$ cat src/rtl/rcs_pkg.sv
// Package rcs_pkg: shared encodings for the read completion splitter.
// Assumes payload limits are expressed in 32-bit dwords.
package rcs_pkg;
    typedef enum logic [1:0] {
        MPS_B128  = 2'd0,
        MPS_B256  = 2'd1,
        MPS_B512  = 2'd2,
        MPS_RSVD  = 2'd3
    } mps_code_e;
endpackage

$ cat src/rtl/rcs_mps_decode.sv
// Module rcs_mps_decode: turns the 2-bit payload select into a dword limit.
// Assumes the reserved code falls back to the smallest limit.
module rcs_mps_decode #(
    parameter int REM_W = 11
) (
    input  logic [1:0]       sel,
    output logic [REM_W-1:0] max_dw
);
    import rcs_pkg::*;

    // Map each select code onto its dword limit.
    always_comb begin
        unique case (mps_code_e'(sel))
            MPS_B256: max_dw = REM_W'(64);
            MPS_B512: max_dw = REM_W'(128);
            default:  max_dw = REM_W'(32);
        endcase
    end
endmodule

$ cat src/rtl/rcs_req_tracker.sv
// Module rcs_req_tracker: holds the request being served, the dwords still
// owed, the address of the next packet and the sampled payload limit.
// Assumes pkt_fire pulses once per finished packet with that packet's length.
module rcs_req_tracker #(
    parameter int ADDR_W = 32,
    parameter int TAG_W  = 8,
    parameter int RID_W  = 16,
    parameter int LEN_W  = 10,
    localparam int REM_W = LEN_W + 1
) (
    input  logic              clk,
    input  logic              rst_n,
    input  logic              req_fire,
    input  logic [TAG_W-1:0]  in_tag,
    input  logic [RID_W-1:0]  in_rid,
    input  logic [ADDR_W-1:0] in_addr,
    input  logic [LEN_W-1:0]  in_len,
    input  logic [REM_W-1:0]  in_max_dw,
    input  logic              pkt_fire,
    input  logic [REM_W-1:0]  pkt_len,
    output logic              busy,
    output logic [TAG_W-1:0]  tag_q,
    output logic [RID_W-1:0]  rid_q,
    output logic [ADDR_W-1:0] addr_q,
    output logic [REM_W-1:0]  rem_q,
    output logic [REM_W-1:0]  max_q
);
    logic [REM_W-1:0] len_full;

    // A zero length field stands for the largest transfer.
    always_comb begin
        len_full = (in_len == '0) ? {1'b1, {LEN_W{1'b0}}} : {1'b0, in_len};
    end

    // Load on acceptance, step remainder and address after each packet.
    always_ff @(posedge clk) begin
        if (!rst_n) begin
            busy   <= 1'b0;
            tag_q  <= '0;
            rid_q  <= '0;
            addr_q <= '0;
            rem_q  <= '0;
            max_q  <= '0;
        end else if (req_fire) begin
            busy   <= 1'b1;
            tag_q  <= in_tag;
            rid_q  <= in_rid;
            addr_q <= in_addr;
            rem_q  <= len_full;
            max_q  <= in_max_dw;
        end else if (pkt_fire) begin
            rem_q  <= rem_q - pkt_len;
            addr_q <= addr_q + (ADDR_W'(pkt_len) << 2);
            if (rem_q == pkt_len) begin
                busy <= 1'b0;
            end
        end
    end
endmodule

$ cat src/rtl/rcs_beat_counter.sv
// Module rcs_beat_counter: counts accepted beats inside the current packet
// and flags its first and last beat.
// Assumes pkt_len is non-zero and steady while a packet is in flight.
module rcs_beat_counter #(
    parameter int REM_W = 11
) (
    input  logic             clk,
    input  logic             rst_n,
    input  logic             clear,
    input  logic             beat,
    input  logic [REM_W-1:0] pkt_len,
    output logic             first,
    output logic             last
);
    logic [REM_W-1:0] cnt_q;

    // Decode position within the packet.
    always_comb begin
        first = (cnt_q == '0);
        last  = (cnt_q == pkt_len - 1'b1);
    end

    // Advance per handshake, wrap at packet end, clear when idle.
    always_ff @(posedge clk) begin
        if (!rst_n || clear) begin
            cnt_q <= '0;
        end else if (beat) begin
            cnt_q <= last ? '0 : cnt_q + 1'b1;
        end
    end
endmodule

$ cat src/rtl/read_cpl_splitter.sv
// Module read_cpl_splitter: accepts one read request, then forwards slave
// response data as completion packets no longer than the selected payload
// limit, each with a header sideband (tag, ID, bytes left, low address,
// length). Assumes dword-aligned addresses and in-order slave data.
module read_cpl_splitter #(
    parameter int DATA_W = 32,
    parameter int ADDR_W = 32,
    parameter int TAG_W  = 8,
    parameter int RID_W  = 16,
    parameter int LEN_W  = 10,
    localparam int REM_W = LEN_W + 1,
    localparam int BC_W  = REM_W + 2
) (
    input  logic              clk,
    input  logic              rst_n,
    input  logic [1:0]        mps_sel,
    input  logic              req_valid,
    output logic              req_ready,
    input  logic [TAG_W-1:0]  req_tag,
    input  logic [RID_W-1:0]  req_rid,
    input  logic [ADDR_W-1:0] req_addr,
    input  logic [LEN_W-1:0]  req_len_dw,
    input  logic              rd_valid,
    output logic              rd_ready,
    input  logic [DATA_W-1:0] rd_data,
    output logic              cpl_valid,
    input  logic              cpl_ready,
    output logic [DATA_W-1:0] cpl_data,
    output logic              cpl_sop,
    output logic              cpl_eop,
    output logic [TAG_W-1:0]  cpl_tag,
    output logic [RID_W-1:0]  cpl_rid,
    output logic [BC_W-1:0]   cpl_bytecount,
    output logic [6:0]        cpl_lowaddr,
    output logic [REM_W-1:0]  cpl_len_dw
);
    logic              busy;
    logic              req_fire;
    logic              beat;
    logic              pkt_fire;
    logic [REM_W-1:0]  sel_max_dw;
    logic [REM_W-1:0]  max_q;
    logic [REM_W-1:0]  rem_q;
    logic [REM_W-1:0]  pkt_len;
    logic [ADDR_W-1:0] addr_q;

    rcs_mps_decode #(.REM_W(REM_W)) u_mps (
        .sel    (mps_sel),
        .max_dw (sel_max_dw)
    );

    rcs_req_tracker #(
        .ADDR_W (ADDR_W),
        .TAG_W  (TAG_W),
        .RID_W  (RID_W),
        .LEN_W  (LEN_W)
    ) u_trk (
        .clk       (clk),
        .rst_n     (rst_n),
        .req_fire  (req_fire),
        .in_tag    (req_tag),
        .in_rid    (req_rid),
        .in_addr   (req_addr),
        .in_len    (req_len_dw),
        .in_max_dw (sel_max_dw),
        .pkt_fire  (pkt_fire),
        .pkt_len   (pkt_len),
        .busy      (busy),
        .tag_q     (cpl_tag),
        .rid_q     (cpl_rid),
        .addr_q    (addr_q),
        .rem_q     (rem_q),
        .max_q     (max_q)
    );

    rcs_beat_counter #(.REM_W(REM_W)) u_cnt (
        .clk     (clk),
        .rst_n   (rst_n),
        .clear   (!busy),
        .beat    (beat),
        .pkt_len (pkt_len),
        .first   (cpl_sop),
        .last    (cpl_eop)
    );

    // Handshakes: one request at a time, data gated by an active request.
    always_comb begin
        req_ready = !busy;
        req_fire  = req_valid && req_ready;
        cpl_valid = busy && rd_valid;
        rd_ready  = busy && cpl_ready;
        cpl_data  = rd_data;
        beat      = cpl_valid && cpl_ready;
        pkt_fire  = beat && cpl_eop;
    end

    // Packet sizing and header sideband.
    always_comb begin
        pkt_len       = (rem_q < max_q) ? rem_q : max_q;
        cpl_len_dw    = pkt_len;
        cpl_bytecount = {rem_q, 2'b00};
        cpl_lowaddr   = addr_q[6:0];
    end
endmodule

$ cat config.mk
export PLATFORM = sky130hd
export DESIGN_NAME = read_cpl_splitter
export DESIGN_NICKNAME = d
export VERILOG_FILES = /design/src/rtl/rcs_pkg.sv /design/src/rtl/rcs_mps_decode.sv /design/src/rtl/rcs_req_tracker.sv /design/src/rtl/rcs_beat_counter.sv /design/src/rtl/read_cpl_splitter.sv
export SDC_FILE = /design/constraint.sdc
export NUM_CORES = 1
export LEC_CHECK = 0
export BUFFER_PORTS_ARGS = -buffer_cell sky130_fd_sc_hd__buf_4
export CORE_ASPECT_RATIO = 1.1
export CORE_MARGIN = 2
export CORE_UTILIZATION = 35
export CTS_BUF_LIST = sky130_fd_sc_hd__clkbuf_4 sky130_fd_sc_hd__clkbuf_8
export DETAILED_ROUTE_END_ITERATION = 16
export PLACE_DENSITY = 0.74
export RECOVER_POWER = 100
export SETUP_SLACK_MARGIN = 0.3
export SLEW_MARGIN = 20
export SYNTH_ARGS = -nofsm -noshare
export SYNTH_HDL_FRONTEND = slang
export SYNTH_SLANG_ARGS = --single-unit
$ cat constraint.sdc
create_clock -name clk -period 11.2 [get_ports clk]
set_clock_uncertainty 0.05 [all_clocks]
set_input_delay 2.24 -clock clk [delete_from_list [all_inputs] [get_ports clk]]
set_output_delay 2.24 -clock clk [all_outputs]
set_load 0.02 [all_outputs]
==> results of run 1 <==
## registers in the layout, summed over array words and instances, names as in the netlist
register	cells
u_cnt.cnt_q	11
u_trk.rem_q	11
u_trk.max_q	3
u_trk.rid_q	16
u_trk.tag_q	8
u_trk.addr_q	7
u_trk.busy	1
## cells by family after synthesis
group                    after synthesis  synth area share
XOR/XNOR                              20            0.0463
multiplexers                          14            0.0403
flip-flops                            57             0.301
AND/OR/NAND/NOR                      182             0.243
AO/OA/AOI/OAI                         96             0.185
buffers and inverters                 82             0.128
adder cells (fa/ha/maj)               16            0.0549
other                                  2           0.00198
## worst paths after layout
path                     endpoint  depth (start not counted)
hold / removal    u_trk.rid_q[14]                          2
setup reg to reg   u_cnt.cnt_q[2]                         14
hold reg to reg   u_trk.rid_q[14]                          2
setup / recovery          cpl_eop                         14
## report_power, final
part | internal, mW | switching (mW) | total, mW
combinational | 0.0472 | 0.0717 | 0.119
clock | 0.0961 | 0.0805 | 0.177
sequential | 0.213 | 0.0116 | 0.224
## per-layer routing
| layer | vias up | global-route usage | share of wire |
|---|---|---|---|
| met5 | - | 0 | 0 |
| met4 | 0 | 0.0860 | 0.029 |
| met3 | 26 | 0.0550 | 0.073 |
| met2 | 117 | 0.294 | 0.49 |
| met1 | 1582 | 0.207 | 0.41 |
| li1 | 1677 | - | - |
## critical path, cell delays in order, from the launching register on
cell and delay (ns):
dfxtp_1 0.43, inv_1 0.11, ha_1 0.23, or3b_1 0.39, a21oi_1 1.21, nand2_1 0.34
ha_1 0.42, xnor2_1 0.20, nand3b_1 0.17, a21oi_1 0.15, o221ai_1 0.14, a311oi_1 0.62
nand2_1 0.12, nor2_1 0.18, clkbuf_1 0.26
## cell usage after synthesis (4+ instances only)
| cell type | n |
|---|---|
| nand2_1 | 85 |
| dfxtp_1 | 57 |
| buf_4 | 39 |
| nor2_1 | 33 |
| a21boi_0 | 30 |
| inv_1 | 20 |
| clkbuf_1 | 18 |
| o21ai_0 | 17 |
| ha_1 | 15 |
| a21oi_1 | 14 |
| mux2i_1 | 13 |
| xnor2_1 | 12 |
| and2_1 | 8 |
| nand3_1 | 8 |
| xor2_1 | 8 |
| nand4_1 | 7 |
| nor2b_1 | 6 |
| nor3_1 | 6 |
| a22o_1 | 4 |
| o21a_1 | 4 |
| or4_1 | 4 |
## area by class of cell
type                    instances  area, sq um  area share
clock buffers                  13          166      0.0389
flip-flops and latches         57         1140       0.267
repair buffers                104          578       0.135
multi-input cells             334         2120       0.496
well taps                     143          179      0.0419
clock inverters                 3         15.0     0.00351
inverters                      20         75.1      0.0176
## through the flow
| step | area (sq um) | total power, mW | setup slack [ns] | util |
|---|---|---|---|---|
| after floorplan | 3800 | 0.330 | 5.34 | - |
| after global placement | 4360 | 0.356 | 5.13 | 0.417 |
| after detailed placement | 4360 | 0.360 | 5.08 | 0.417 |
| after CTS | 4540 | 0.539 | 4.69 | 0.434 |
| after global routing | 4270 | 0.548 | 3.11 | 0.409 |
| final | 4270 | 0.520 | 3.59 | 0.409 |
==> metrics.txt, run 1 <==
die height=113 um; Post-CTS Resized=0; Placeable Area=0.0104 sq mm; top cell type's share of synthesized area=0.301; Avg Synthesized Cell Area=8.07 sq um; post-synth top area cell=dfxtp_1; RSZ-0062 raised after global routing=false; Fillers=1119; Die ar.=0.0117 sq mm; Critical Path Fanout Max=19; DR iter-0 viols=190; Port Buffers=102; failing checks=capacitance limit, slew limit; grt total ovfl=0; fraction of registers with async set/reset=0; synthesized cell area=0.00379 sq mm; GPL Wtd Cong=0.912; final WL=9.94 mm; Hold Vio Cnt, Final=0; period utilization=0.680; flip-flop and latch count after synthesis=57; antenna violations before repair=0; peak supply drop=0.0786 mV; layout cell share with drive strength beyond 1=0.149; final setup fails=0; Area contributors post-synth=dfxtp_1 (30%), nand2_1 (8.4%), buf_4 (7.7%), a21boi_0 (5.9%), ha_1 (5.0%); Worst setup EP type=output port; cell count after placement=658; CTS tree=yes; Mapped Cells=469; first-pass GRT wire length=16.4 mm; detailed placement HPWL=7.58 mm; final antenna-violating net count=0; Min-Delay Path Class=reg2reg; cts hold-fix bufs=0; pin count of the biggest net entering global routing=43; startpoint types=register; Max Cap Viol=2; commonest cells after routing, fill and taps aside=nand2_1 (85), dfxtp_1 (57), clkbuf_1 (54); Yosys warning count=0; TritonCTS Buffers=9; Crit Path Class=reg2out; FP Rows=39; Worst Path Required=8.91 ns; Worst Setup SP=u_trk.max_q[6]; postcts setup bufs=0; crit path time final=7.61 ns; commonest non-fill, non-tap cell in the layout=nand2_1; relative slew slack=-0.145; CTS sink cnt=57; mean routed wirelength per cell=14.7 um; First-pass DRT Iterations=5; Net count, final=647; fin. max-slew vios=63; Layout area overhead=12.9%; clock buffer depth=2; Tot GR Track Use=0.178; via-per-instance ratio=5.05; Worst-path clk slew=0.06 ns; number of global-route vias before repair=3456; Root Buffer=clkbuf_8; EDFF count, synth=0; Hold Path Origin=u_trk.rid_q[14]; pwr dens=122 mW/mm^2; htree depth=3; setup TNS=0 ns; die width=103 um; Worst EP arrival=5.32 ns; Most used DFF post-synth=dfxtp_1; I/O Pins=197; worst-margin pin slew=1.72 ns; Layout Cells excl Fill=674; launching point of the worst reg2reg path=u_trk.max_q[6]; Fmax=131 MHz; Starting Density=0.363; Vias=3402; Synth cell types=66; Clock Latency Late Sink=0.34 ns; Antenna Cells=0; flop-to-flop setup slack=4.99 ns; status=complete, but fails checks; post-synthesis sequential area ratio=0.301; drt drc=0; Static Leak=1.78 nW; Fin Hold WS=0.410 ns
No activity file was read; power rests on OpenSTA's default activity.
==> run 2, diff against run 1 <==
- PLACE_DENSITY: 0.74 -> 0.76
- clock period: 11.2 -> 6.11 ns (I/O delays scaled with it)
==> run 2 against run 1 <==
Net effect:
- the flow still finishes with violations (capacitance limit, slew limit)
- flip-flop and latch count unchanged
- worst hold slack about the same
- cell count up 0.15%
- critical path depth rose by 1
- global-route usage down 0.28 points
==> metrics.txt, run 2 (synthesis results as in run 1) <==
grt total ovfl=0 (unchanged); placed instance area=0.00436 sq mm (+0.17%); htree depth=3 (unchanged); status=complete, but fails checks; detailed placement HPWL=7.40 mm (-2.4%); die height=113 um (unchanged); Int Power=0.729 mW (+100%); Clock Latency Late Sink=0.33 ns (about the same); DR iter-0 viols=203 (+6.8%); final antenna-violating net count=0 (unchanged); RSZ-0062 raised after global routing=false; Antenna Cells=0 (unchanged); pwr dens=238 mW/mm^2 (+95%); mean routed wirelength per cell=14.5 um (-1.4%); relative slew slack=-0.169 (-0.0241); pin count of the biggest net entering global routing=44 (+2.3%); failing checks=capacitance limit, slew limit; cts hold-fix bufs=0 (unchanged); Worst-path clk slew=0.07 ns (about the same); number of global-route vias before repair=3530 (+2.1%); Largest register FFs=16 (unchanged); antenna violations before repair=0 (unchanged); First-pass DRT Iterations=5 (unchanged); flop-to-flop setup slack=1.15 ns (-3.84 ns); Max Cap Viol=1 (-1); Root Buffer=clkbuf_8; Post-CTS Resized=0 (unchanged); via-per-instance ratio=5.11 (+1.3%); postcts setup bufs=0 (unchanged); I/O Pins=197 (unchanged); Sw Pwr=0.306 mW (+87%); Static Leak=1.81 nW (+1.5%); Comb power frac=0.214 (-0.015); switching part of the total power=0.296 (-0.0193); final core occ=0.417 (+0.00803); Reg2Reg Depth=15 (+1); CTS tree=yes; startpoint types=register; worst hold path depth=2 (unchanged); Fmax=189 MHz; commonest cells after routing, fill and taps aside=nand2_1 (85), dfxtp_1 (57), clkbuf_1 (53); Net count, final=648 (+0.15%); CTS sink cnt=57 (unchanged); launching point of the worst reg2reg path=u_trk.max_q[6]; Clk pwr share=0.388 (+0.048); layout cell share with drive strength beyond 1=0.154 (+0.00536); Worst Path Required=4.84 ns (-4.07 ns); worst-margin pin slew=1.75 ns (+0.0361 ns); final setup fails=0 (unchanged); final WL=9.82 mm (-1.2%); Tot GR Track Use=0.175 (-0.00284); peak supply drop=0.171 mV (+120%); Layout area overhead=15.1%; Worst Hold End=u_trk.rid_q[6]; setup TNS=0 ns (unchanged); clock buffer depth=2 (unchanged); Die ar.=0.0117 sq mm (unchanged); drt drc=0 (unchanged); fin. max-slew vios=44 (-30%); crit path time final=5.28 ns; Worst EP arrival=4.01 ns (-1.31 ns); GPL Wtd Cong=0.898 (-1.6%); top flop regs=u_trk.rid_q: 16 flops, u_cnt.cnt_q: 11 flops, u_trk.rem_q: 11 flops; first-pass GRT wire length=16.3 mm (-0.63%); Crit Path Class=reg2out; Largest Register=u_trk.rid_q; Worst setup EP type=output port; final instance area=0.00436 sq mm (+2.0%); Starting Density=0.363 (unchanged); period utilization=0.864; die width=103 um (unchanged); FP Rows=39 (unchanged); worst reg2reg endpoint=u_cnt.cnt_q[7]; Hold Path Origin=u_trk.rid_q[6]; power share of the sequential group=0.398 (-0.034); TritonCTS Buffers=9 (unchanged); commonest non-fill, non-tap cell in the layout=nand2_1; Hold Vio Cnt, Final=0 (unchanged); Placeable Area=0.0104 sq mm (unchanged); Vias=3451 (+1.4%); Min-Delay Path Class=reg2reg; Port Buffers=102 (unchanged); Critical Path Fanout Max=19 (unchanged)
## run 2: how the worst max path moves through the flow
stage	startpoint	end	slack [ns]	cells after the start
global route	u_trk.max_q[6]	cpl_eop	0.54	15
floorplan	u_trk.rem_q[6]	cpl_eop	1.26	14
detailed placement	u_trk.max_q[6]	cpl_eop	1.25	15
CTS	u_trk.max_q[6]	cpl_eop	0.88	15
global placement	u_trk.max_q[6]	cpl_eop	1.30	15
finish	u_trk.max_q[6]	cpl_eop	0.83	15
## run 2: critical path: stages (launching register included)
cell and delay (ns):
dfxtp_1 0.42, inv_1 0.11, ha_1 0.23, or3b_1 0.42, a21oi_4 0.13, buf_4 0.25, nand2_1 0.16, ha_1 0.36
xnor2_1 0.28, nand4_1 0.12, a21oi_1 0.14, o221ai_1 0.19, a311oi_4 0.38, nand2_1 0.09, nor2_1 0.12, clkbuf_1 0.26
## run 2: final cells by class
type,count,area (sq um)
Clock buffer,11,151
Clock inverter,5,77.6
Fill cell,1121,6090
Inverter,20,75.1
Multi-Input combinational cell,334,2140
Sequential cell,57,1140
Tap cell,143,179
Timing Repair Buffer,105,589
## run 2: power by group through the flow
| stage | logic (mW) | clock network, mW | registers (mW) |
|---|---|---|---|
| floorplan | 0.173 | 0 | 0.431 |
| finish | 0.222 | 0.402 | 0.412 |
| CTS | 0.241 | 0.411 | 0.412 |
| global route | 0.245 | 0.429 | 0.415 |
| global placement | 0.234 | 0 | 0.419 |
| detailed placement | 0.240 | 0 | 0.420 |
## run 2: stage by stage
step	total power, mW	setup slack (ns)	hold slack [ns]	cells
floorplan	0.604	1.26	0.407	473
global placement	0.653	1.30	0.400	659
detailed placement	0.660	1.25	0.407	659
CTS	1.06	0.877	0.416	675
global route	1.09	0.537	0.438	675
finish	1.03	0.831	0.410	675
## run 2: layer usage
metal,GRT usage,share of wire,vias up
met5,0,0,-
met4,0.0754,0.021,0
met3,0.0581,0.075,26
met2,0.298,0.49,124
met1,0.198,0.42,1620
li1,-,-,1681
==> run 3, diff against run 2 <==
- PLACE_DENSITY: 0.76 -> 0.7
- SYNTH_HIERARCHICAL: unset -> 1
==> run 3 against run 2 <==
Net effect:
- the run still ends with capacitance limit, slew limit left
- cell count grew 12%
- critical path depth shrank 2
- worst hold slack gained 0.036 ns
- clock-buffer cell count is the same
- cell area grew 19%
- synthesized cell count grew 15%
- largest power group is now combinational cells
==> metrics.txt, run 3 <==
status=complete, but fails checks; failing checks=capacitance limit, slew limit; Worst-path clk slew=0.07 ns (about the same); antenna violations before repair=0 (unchanged); final core occ=0.410 (-0.00672); final WL=11.9 mm (+21%); Largest Register=u_trk/rid_q; Static Leak=2.20 nW (+22%); via-per-instance ratio=5.25 (+2.6%); Comb power frac=0.354 (+0.140); post-place setup slack=0.772 ns (-0.481 ns); htree depth=3 (unchanged); grt total ovfl=0 (unchanged); DR iter-0 viols=206 (+1.5%); die width=113 um (+9.3%); Worst Path Required=4.84 ns (about the same); number of global-route vias before repair=3893 (+10%); Placeable Area=0.0126 sq mm (+21%); First-pass DRT Iterations=5 (unchanged); GPL Wtd Cong=0.884 (-1.5%); pwr dens=264 mW/mm^2 (+11%); Worst EP arrival=4.36 ns (+0.35 ns); peak supply drop=0.145 mV (-15%); pin count of the biggest net entering global routing=57 (+30%); CTS sink cnt=65 (+14%); first-pass GRT wire length=19.1 mm (+17%); I/O Pins=197 (unchanged); commonest cells after routing, fill and taps aside=nor2_1 (66), dfxtp_1 (65), buf_4 (59); Antenna Cells=0 (unchanged); crit path time final=5.63 ns (+0.354 ns); Port Buffers=105 (+2.9%); relative slew slack=-1.35 (-1.18); Net count, final=736 (+14%); commonest non-fill, non-tap cell in the layout=nor2_1; Worst setup EP type=output port; Clock Latency Late Sink=0.36 ns (+0.03 ns); worst hold path depth=2 (unchanged); Tot GR Track Use=0.171 (-0.00408); Avg Synthesized Cell Area=8.45 sq um (+4.7%); switching part of the total power=0.348 (+0.0523); detailed placement HPWL=8.77 mm (+19%); Max Cap Viol=1 (unchanged); drt drc=0 (unchanged); Fmax=178 MHz (-6.3%); final setup fails=0 (unchanged); Yosys warning count=6 (+6); Fillers=1319 (+18%); Hold Vio Cnt, Final=0 (unchanged); Clk pwr share=0.305 (-0.083); worst-margin pin slew=3.53 ns (+1.78 ns); period utilization=0.922 (+0.0579); Sw Pwr=0.478 mW (+56%); Crit Path Class=reg2out; Root Buffer=clkbuf_8; Reg2Reg Depth=18 (+3); CTS tree=yes; Layout area overhead=13.9%; clock buffer depth=2 (unchanged); min setup slack post-route=0.477 ns (-0.354 ns); postcts setup bufs=0 (unchanged); power share of the sequential group=0.341 (-0.057); layout cell share with drive strength beyond 1=0.146 (-0.00796); Vias=3983 (+15%); Int Power=0.895 mW (+23%); RSZ-0062 raised after global routing=false; final antenna-violating net count=0 (unchanged); Critical Path Fanout Max=8 (-11); cts hold-fix bufs=0 (unchanged); setup TNS=0 ns (unchanged); startpoint types=register; synthesized cell area=0.00456 sq mm (+20%); Post-CTS Resized=0 (unchanged); Largest register FFs=16 (unchanged); fin. max-slew vios=57 (+30%); TritonCTS Buffers=9 (unchanged); Min-Delay Path Class=reg2reg; Mapped Cells=539 (+15%); Starting Density=0.360 (-0.00215); mean routed wirelength per cell=15.7 um (+8.0%); Die ar.=0.0139 sq mm (+20%); die height=124 um (+9.4%); FP Rows=43 (+10%)
==> run 3: layout make-up <==
cell class / instances / area, sq um / area share
multi-input combinational: 376 / 2700 / 0.520
sequential: 65 / 1300 / 0.251
timing repair buffer: 108 / 631 / 0.122
tap: 157 / 196 / 0.0378
clock buffer: 11 / 151 / 0.0292
inverter: 39 / 146 / 0.0282
clock inverter: 3 / 65.1 / 0.0125
==> run 3: critical path: stages, from the launching register on <==
cell and delay (ns):
dfxtp_1 0.49, ha_1 0.33, a21oi_1 0.17, o221ai_1 0.20
a211oi_4 0.42, mux2_4 0.42, inv_1 0.08, ha_1 0.21
nor4b_4 0.44, xor2_1 0.18, and4b_1 0.23, o21ai_0 0.17
nor3_4 0.38, clkbuf_1 0.27
==> run 3: power groups by stage <==
stage          sequential (mW)  combinational [mW]  clock, mW
2_1_floorplan            0.493               0.372          0
3_3_place_gp             0.477               0.489          0
3_5_place_dp             0.479               0.499          0
4_1_cts                  0.470               0.502      0.432
5_1_grt                  0.471               0.533      0.446
6_report                 0.468               0.485      0.419
==> run 3: final timing paths <==
| check | endpoint | from | slack (ns) |
|---|---|---|---|
| setup / recovery | cpl_eop | u_trk/rem_q[10] | 0.48 |
| hold reg to reg | u_trk/tag_q[1] | u_trk/tag_q[1] | 0.45 |
| hold / removal | u_trk/tag_q[1] | u_trk/tag_q[1] | 0.45 |
| setup reg to reg | u_trk/rem_q[10] | u_trk/rem_q[10] | 0.71 |
==> run 3: per-stage QoR <==
stage                     hold slack, ns  cells  total power, mW  area, sq um
after global routing               0.465    759             1.45         5190
final                              0.447    759             1.37         5190
after detailed placement           0.436    745            0.978         5180
after CTS                          0.455    759             1.40         5400
after global placement             0.425    745            0.967         5180
after floorplan                    0.425    547            0.865         4590
==> run 3: per-layer routing <==
layer	routed length, um	global-route usage	vias to the layer above
met2	5720	0.289	176
met3	964	0.0535	25
met4	238	0.0724	0
met5	0	0	-
met1	5000	0.202	1848
li1	-	-	1934
